===== src/rtl/xcvr_pkg.sv =====
package xcvr_pkg;

  // Action taken by one path's storage at a clock edge.
  typedef enum logic [1:0] {
    MODE_HOLD    = 2'd0,
    MODE_PASS    = 2'd1,
    MODE_CAPTURE = 2'd2
  } store_mode_e;

  // Both polarities of an enable pair must agree, and power must be good.
  function automatic logic pair_enabled(input logic en_hi, input logic en_lo_n,
                                        input logic pwr);
    return en_hi & ~en_lo_n & pwr;
  endfunction

endpackage


===== src/rtl/xcvr_store_cell.sv =====
module xcvr_store_cell
  import xcvr_pkg::*;
#(
  parameter int W = 8
) (
  input  logic         clk,
  input  logic         rst,
  input  logic         le,
  input  logic         stb,
  input  logic [W-1:0] d,
  output logic [W-1:0] q_next,
  output logic [W-1:0] q
);

  logic        stb_d;
  store_mode_e mode;

  always_comb begin
    if (le)
      mode = MODE_PASS;
    else if (stb && !stb_d)
      mode = MODE_CAPTURE;
    else
      mode = MODE_HOLD;
  end

  always_comb begin
    unique case (mode)
      MODE_PASS, MODE_CAPTURE: q_next = d;
      default:                 q_next = q;
    endcase
  end

  always_ff @(posedge clk) begin
    if (rst) begin
      q     <= '1;
      stb_d <= 1'b0;
    end else begin
      q     <= q_next;
      stb_d <= stb;
    end
  end

endmodule


===== src/rtl/xcvr_enable_gate.sv =====
module xcvr_enable_gate
  import xcvr_pkg::*;
(
  input  logic en_hi,
  input  logic en_lo_n,
  input  logic pwr_ok,
  output logic active
);

  assign active = pair_enabled(en_hi, en_lo_n, pwr_ok);

endmodule


===== src/rtl/xcvr_group.sv =====
module xcvr_group #(
  parameter int W = 8
) (
  input  logic         clk,
  input  logic         rst,
  input  logic         pwr_ok,
  input  logic [W-1:0] a_in,
  input  logic [W-1:0] b_in,
  input  logic         le_ab,
  input  logic         stb_ab,
  input  logic         le_ba,
  input  logic         stb_ba,
  input  logic         oea,
  input  logic         oea_n,
  input  logic         oeb,
  input  logic         oeb_n,
  output logic [W-1:0] a_out,
  output logic         a_oe,
  output logic [W-1:0] b_pull
);

  logic [W-1:0] ab_next, ab_q;
  logic [W-1:0] ba_next, ba_q;
  logic         a_on, b_on;

  xcvr_store_cell #(.W(W)) u_ab (
    .clk(clk), .rst(rst), .le(le_ab), .stb(stb_ab), .d(a_in),
    .q_next(ab_next), .q(ab_q)
  );

  xcvr_store_cell #(.W(W)) u_ba (
    .clk(clk), .rst(rst), .le(le_ba), .stb(stb_ba), .d(b_in),
    .q_next(ba_next), .q(ba_q)
  );

  xcvr_enable_gate u_a_en (.en_hi(oea), .en_lo_n(oea_n), .pwr_ok(pwr_ok), .active(a_on));
  xcvr_enable_gate u_b_en (.en_hi(oeb), .en_lo_n(oeb_n), .pwr_ok(pwr_ok), .active(b_on));

  // Output registers are loaded from the storage's next value, so the ports
  // carry one cycle of latency in total, the same as the storage itself.
  always_ff @(posedge clk) begin
    if (rst) begin
      a_out  <= '0;
      a_oe   <= 1'b0;
      b_pull <= '0;
    end else begin
      a_out  <= ~ba_next;
      a_oe   <= a_on;
      b_pull <= b_on ? ~ab_next : '0;
    end
  end

  // Keeps the registered copies in the design, so the storage is a true holder.
  logic unused_q;
  assign unused_q = ^{ab_q, ba_q};

endmodule


===== src/rtl/bus_xcvr_store.sv =====
module bus_xcvr_store #(
  parameter int G0_W = 8,
  parameter int G1_W = 9
) (
  input  logic            clk,
  input  logic            rst,
  input  logic            pwr_ok,
  input  logic [G0_W-1:0] g0_a_in,
  input  logic [G0_W-1:0] g0_b_in,
  input  logic            g0_le_ab,
  input  logic            g0_stb_ab,
  input  logic            g0_le_ba,
  input  logic            g0_stb_ba,
  input  logic            g0_oea,
  input  logic            g0_oea_n,
  input  logic            g0_oeb,
  input  logic            g0_oeb_n,
  output logic [G0_W-1:0] g0_a_out,
  output logic            g0_a_oe,
  output logic [G0_W-1:0] g0_b_pull,
  input  logic [G1_W-1:0] g1_a_in,
  input  logic [G1_W-1:0] g1_b_in,
  input  logic            g1_le_ab,
  input  logic            g1_stb_ab,
  input  logic            g1_le_ba,
  input  logic            g1_stb_ba,
  input  logic            g1_oea,
  input  logic            g1_oea_n,
  input  logic            g1_oeb,
  input  logic            g1_oeb_n,
  output logic [G1_W-1:0] g1_a_out,
  output logic            g1_a_oe,
  output logic [G1_W-1:0] g1_b_pull,
  output logic            g1_stb_fwd
);

  xcvr_group #(.W(G0_W)) u_grp0 (
    .clk(clk), .rst(rst), .pwr_ok(pwr_ok),
    .a_in(g0_a_in), .b_in(g0_b_in),
    .le_ab(g0_le_ab), .stb_ab(g0_stb_ab), .le_ba(g0_le_ba), .stb_ba(g0_stb_ba),
    .oea(g0_oea), .oea_n(g0_oea_n), .oeb(g0_oeb), .oeb_n(g0_oeb_n),
    .a_out(g0_a_out), .a_oe(g0_a_oe), .b_pull(g0_b_pull)
  );

  xcvr_group #(.W(G1_W)) u_grp1 (
    .clk(clk), .rst(rst), .pwr_ok(pwr_ok),
    .a_in(g1_a_in), .b_in(g1_b_in),
    .le_ab(g1_le_ab), .stb_ab(g1_stb_ab), .le_ba(g1_le_ba), .stb_ba(g1_stb_ba),
    .oea(g1_oea), .oea_n(g1_oea_n), .oeb(g1_oeb), .oeb_n(g1_oeb_n),
    .a_out(g1_a_out), .a_oe(g1_a_oe), .b_pull(g1_b_pull)
  );

  // Buffered strobe of the wide group, registered like every other output.
  always_ff @(posedge clk) begin
    if (rst) g1_stb_fwd <= 1'b0;
    else     g1_stb_fwd <= g1_stb_ab;
  end

endmodule


===== config.mk =====
export PLATFORM = sky130hd
export DESIGN_NAME = bus_xcvr_store
export DESIGN_NICKNAME = d
export VERILOG_FILES = /design/src/rtl/xcvr_pkg.sv /design/src/rtl/xcvr_store_cell.sv /design/src/rtl/xcvr_enable_gate.sv /design/src/rtl/xcvr_group.sv /design/src/rtl/bus_xcvr_store.sv
export SDC_FILE = /design/constraint.sdc
export NUM_CORES = 1
export LEC_CHECK = 0
export BUFFER_PORTS_ARGS = -buffer_cell sky130_fd_sc_hd__buf_2
export CAP_MARGIN = 20
export CORE_ASPECT_RATIO = 1.5
export CORE_MARGIN = 2
export CORE_UTILIZATION = 49
export DETAILED_ROUTE_END_ITERATION = 16
export PLACE_DENSITY_LB_ADDON = 0.25
export SETUP_SLACK_MARGIN = 0.02
export SYNTH_ARGS = -nofsm -noshare
export SYNTH_HDL_FRONTEND = slang
export SYNTH_SLANG_ARGS = --single-unit

===== constraint.sdc =====
create_clock -name clk -period 1.8 [get_ports clk]
set_input_delay 0.45 -clock clk [delete_from_list [all_inputs] [get_ports clk]]
set_output_delay 0.45 -clock clk [all_outputs]
set_load 0.02 [all_outputs]

==> key figures <==
Status
  – Outcome: complete, no violations

Logic synthesis
  – Post-synth net total: 289
  – Synthesized area per cell: 11.27 um2
  – Post-synth top area share: 55.72%
  – FF+latch count, synth: 74
  – Sequential fraction of the synthesis area: 55.72%
  – Ranking of synthesized cells by area: dfxtp_1, a211o_1, nor3b_1
  – Post-synth top area cell: dfxtp_1
  – Number of distinct library cells after synthesis: 18
  – Mapped Cells: 236
  – Synthesis warning total: 0
  – Post-Syn Area: 0.002659 mm2

CTS
  – Post-cts resize count: 0
  – Hold_buf cts: 0
  – Worst skew pair latency: 0.33 ns
  – Worst-path clk slew: 0.07 ns
  – Post-CTS setup buffers: 0
  – CTS Buffer Depth: 2
  – Root Buffer Master: clkbuf_8
  – Num CTS Buffers: 9
  – Htree depth: 3
  – Clk sinks: 74
  – CTS tree: done

Worst hold path
  – Hold crit path type: in -> reg

Drt
  – Drt drc: 0
  – Initial drt markers: 110
  – Vias: 2041
  – Avg WL per Cell: 13.11 um
  – DRT antenna net count: 0
  – 1st-pass router iterations: 4
  – Vias per inst: 5.167
  – Routed Wire Length: 5.178 mm

Power and ir drop
  – Power per Cell Area: 994.8 mW/mm2
  – LEAKAGE: 0.001522 uW
  – Power, Total: 3267 uW
  – Peak supply drop: 0.0007249 V

Setup path
  – Crit-path max FO: 18
  – Arr. time, crit path: 1.56 ns
  – CP endpoint kind: register
  – Worst EP required: 1.99 ns
  – Crit path buf inv count: 0
  – Cell family with most CP delay: simple AND/OR/NAND/NOR gates
  – Crit start category: register
  – WS Path Type: reg -> reg
  – Critical path cell sequence: nor2b_4 > or2_1 > a211oi_1
  – CP max stage delay: 0.52 ns
  – Crit-path slowest cell: or2_1

Global routing
  – Pin count of the biggest net entering global routing: 31
  – Vias in the first global route: 1905
  – Total track usage: 18.23%
  – First-pass GRT wire length: 8.445 mm
  – Initial antenna violation count: 0
  – Total grt overflow: 0

Timing
  – RSZ-0062 raised after global routing: no
  – Tmin final: 1.366 ns
  – Slew margin rel.: 61.17%
  – Final setup TNS: 0 ns
  – Max Slew Vio Count: 0
  – Worst clock skew: 0.009412 ns
  – Crit share post-route: 75.91%
  – Least-Margin Pin Slew: 0.5824 ns
  – Endpoints failing hold: 0
  – FMAX: 0.7319 GHz
  – Final setup fails: 0

Floorplanning
  – Die height: 94.22 um
  – Boundary Pins: 90
  – CORE AREA: 0.005205 mm2
  – Starting density of the core: 51.08%
  – Die area: 0.006043 mm2
  – Std-Cell Rows: 32
  – Die Width: 64.15 um

Final layout
  – Layout area overhead: 23.53%
  – Layout cells sized above 1: 35.17%
  – Nets: 375
  – # diodes: 0
  – # fillers: 460

Job
  – Max_cap viols: 0

Placed design
  – Post-DP HPWL: 3.610 mm
  – Port buffer count: 89
  – RePlAce Congestion: 0.7230
## logic make-up after synthesis
group	count (synthesis)	share of synthesized area, %
DFF	74	55.72
AOI/OAI and AO/OA	73	20.14
and+or+nand+nor	67	19.01
buffers and inverters	22	5.129
## cells in the final DEF, fill, tap and decap left out
| master | Yosys | routed |
|---|---|---|
| a211o_1 | 34 | 34 |
| a211oi_1 | 17 | 17 |
| a21oi_1 | 5 | 5 |
| and3b_1 | 12 | 12 |
| and4bb_2 | 1 | 1 |
| buf_2 | 4 | 89 |
| buf_4 | 0 | 8 |
| clkbuf_1 | 12 | 1 |
| clkbuf_8 | 0 | 10 |
| clkinv_2 | 0 | 3 |
| clkinvlp_4 | 0 | 2 |
| dfxtp_1 | 74 | 74 |
| nand2b_1 | 5 | 5 |
| nor2_1 | 5 | 5 |
| nor2b_1 | 6 | 6 |
| nor2b_4 | 2 | 2 |
| nor3b_1 | 29 | 29 |
| nor4bb_1 | 3 | 3 |
| o21ai_0 | 17 | 17 |
| or2_1 | 4 | 4 |
## routing by layer
layer / vias to the layer above / global-route usage [%] / wire length (um)
met2: 66 / 30.03 / 2605
li1: 1041 / - / -
met4: 0 / 9.043 / 82
met5: - / 0 / 0
met1: 929 / 21.72 / 2141
met3: 5 / 4.916 / 348
## power breakdown
group	internal (uW)	leakage, uW	switching [uW]
registers	1740	0.000613	21.6
logic	185	0.000823	223
clock network	531	0.0000851	569
total	2450	0.00152	813
## synthesized netlist by cell type
library cell,n
buf_6,5
or2_1,4
a21oi_1,5
nor3b_1,29
buf_8,1
buf_2,4
nor2b_1,6
nand2b_1,5
nor4bb_1,3
and4bb_2,1
a211o_1,34
nor2b_4,2
a211oi_1,17
nor2_1,5
clkbuf_1,12
dfxtp_1,74
o21ai_0,17
and3b_1,12
## final timing paths
| check | from | endpoint | slack, ns | cells past startpoint |
|---|---|---|---|---|
| max | u_grp1.u_ba.stb_d$_SDFF_PP0_ | u_grp1.a_out[8]$_SDFF_PP0_ | 0.43 | 3 |
| max reg2reg | u_grp1.u_ba.stb_d$_SDFF_PP0_ | u_grp1.a_out[8]$_SDFF_PP0_ | 0.43 | 3 |
| min reg2reg | register | register | 0.58 | 3 |
| min | g1_oea_n | u_grp1.a_oe$_SDFF_PP0_ | 0.29 | 2 |
## layout make-up
cell class | instances | area, um2 | share of cell area (%)
sequential | 74 | 1481 | 45.10
multi-input combinational | 140 | 1041 | 31.70
timing repair buffer | 97 | 505.5 | 15.39
clock buffer | 11 | 141.4 | 4.305
tap | 68 | 85.08 | 2.590
clock inverter | 5 | 30.03 | 0.9143
## stage by stage
stage	area (um2)	worst slack (ns)	util (%)	std cells	hold WS, ns
floorplan	2659	0.2699	-	236	0.5275
global placement	3113	0.1899	59.81	379	0.5476
detailed placement	3113	0.1693	59.81	379	0.5611
CTS	3284	0.4234	63.10	395	0.2711
global route	3284	0.2772	63.10	395	0.2757
finish	3284	0.4336	63.10	395	0.2899
Note: power is estimated with default switching activity, not from simulation.
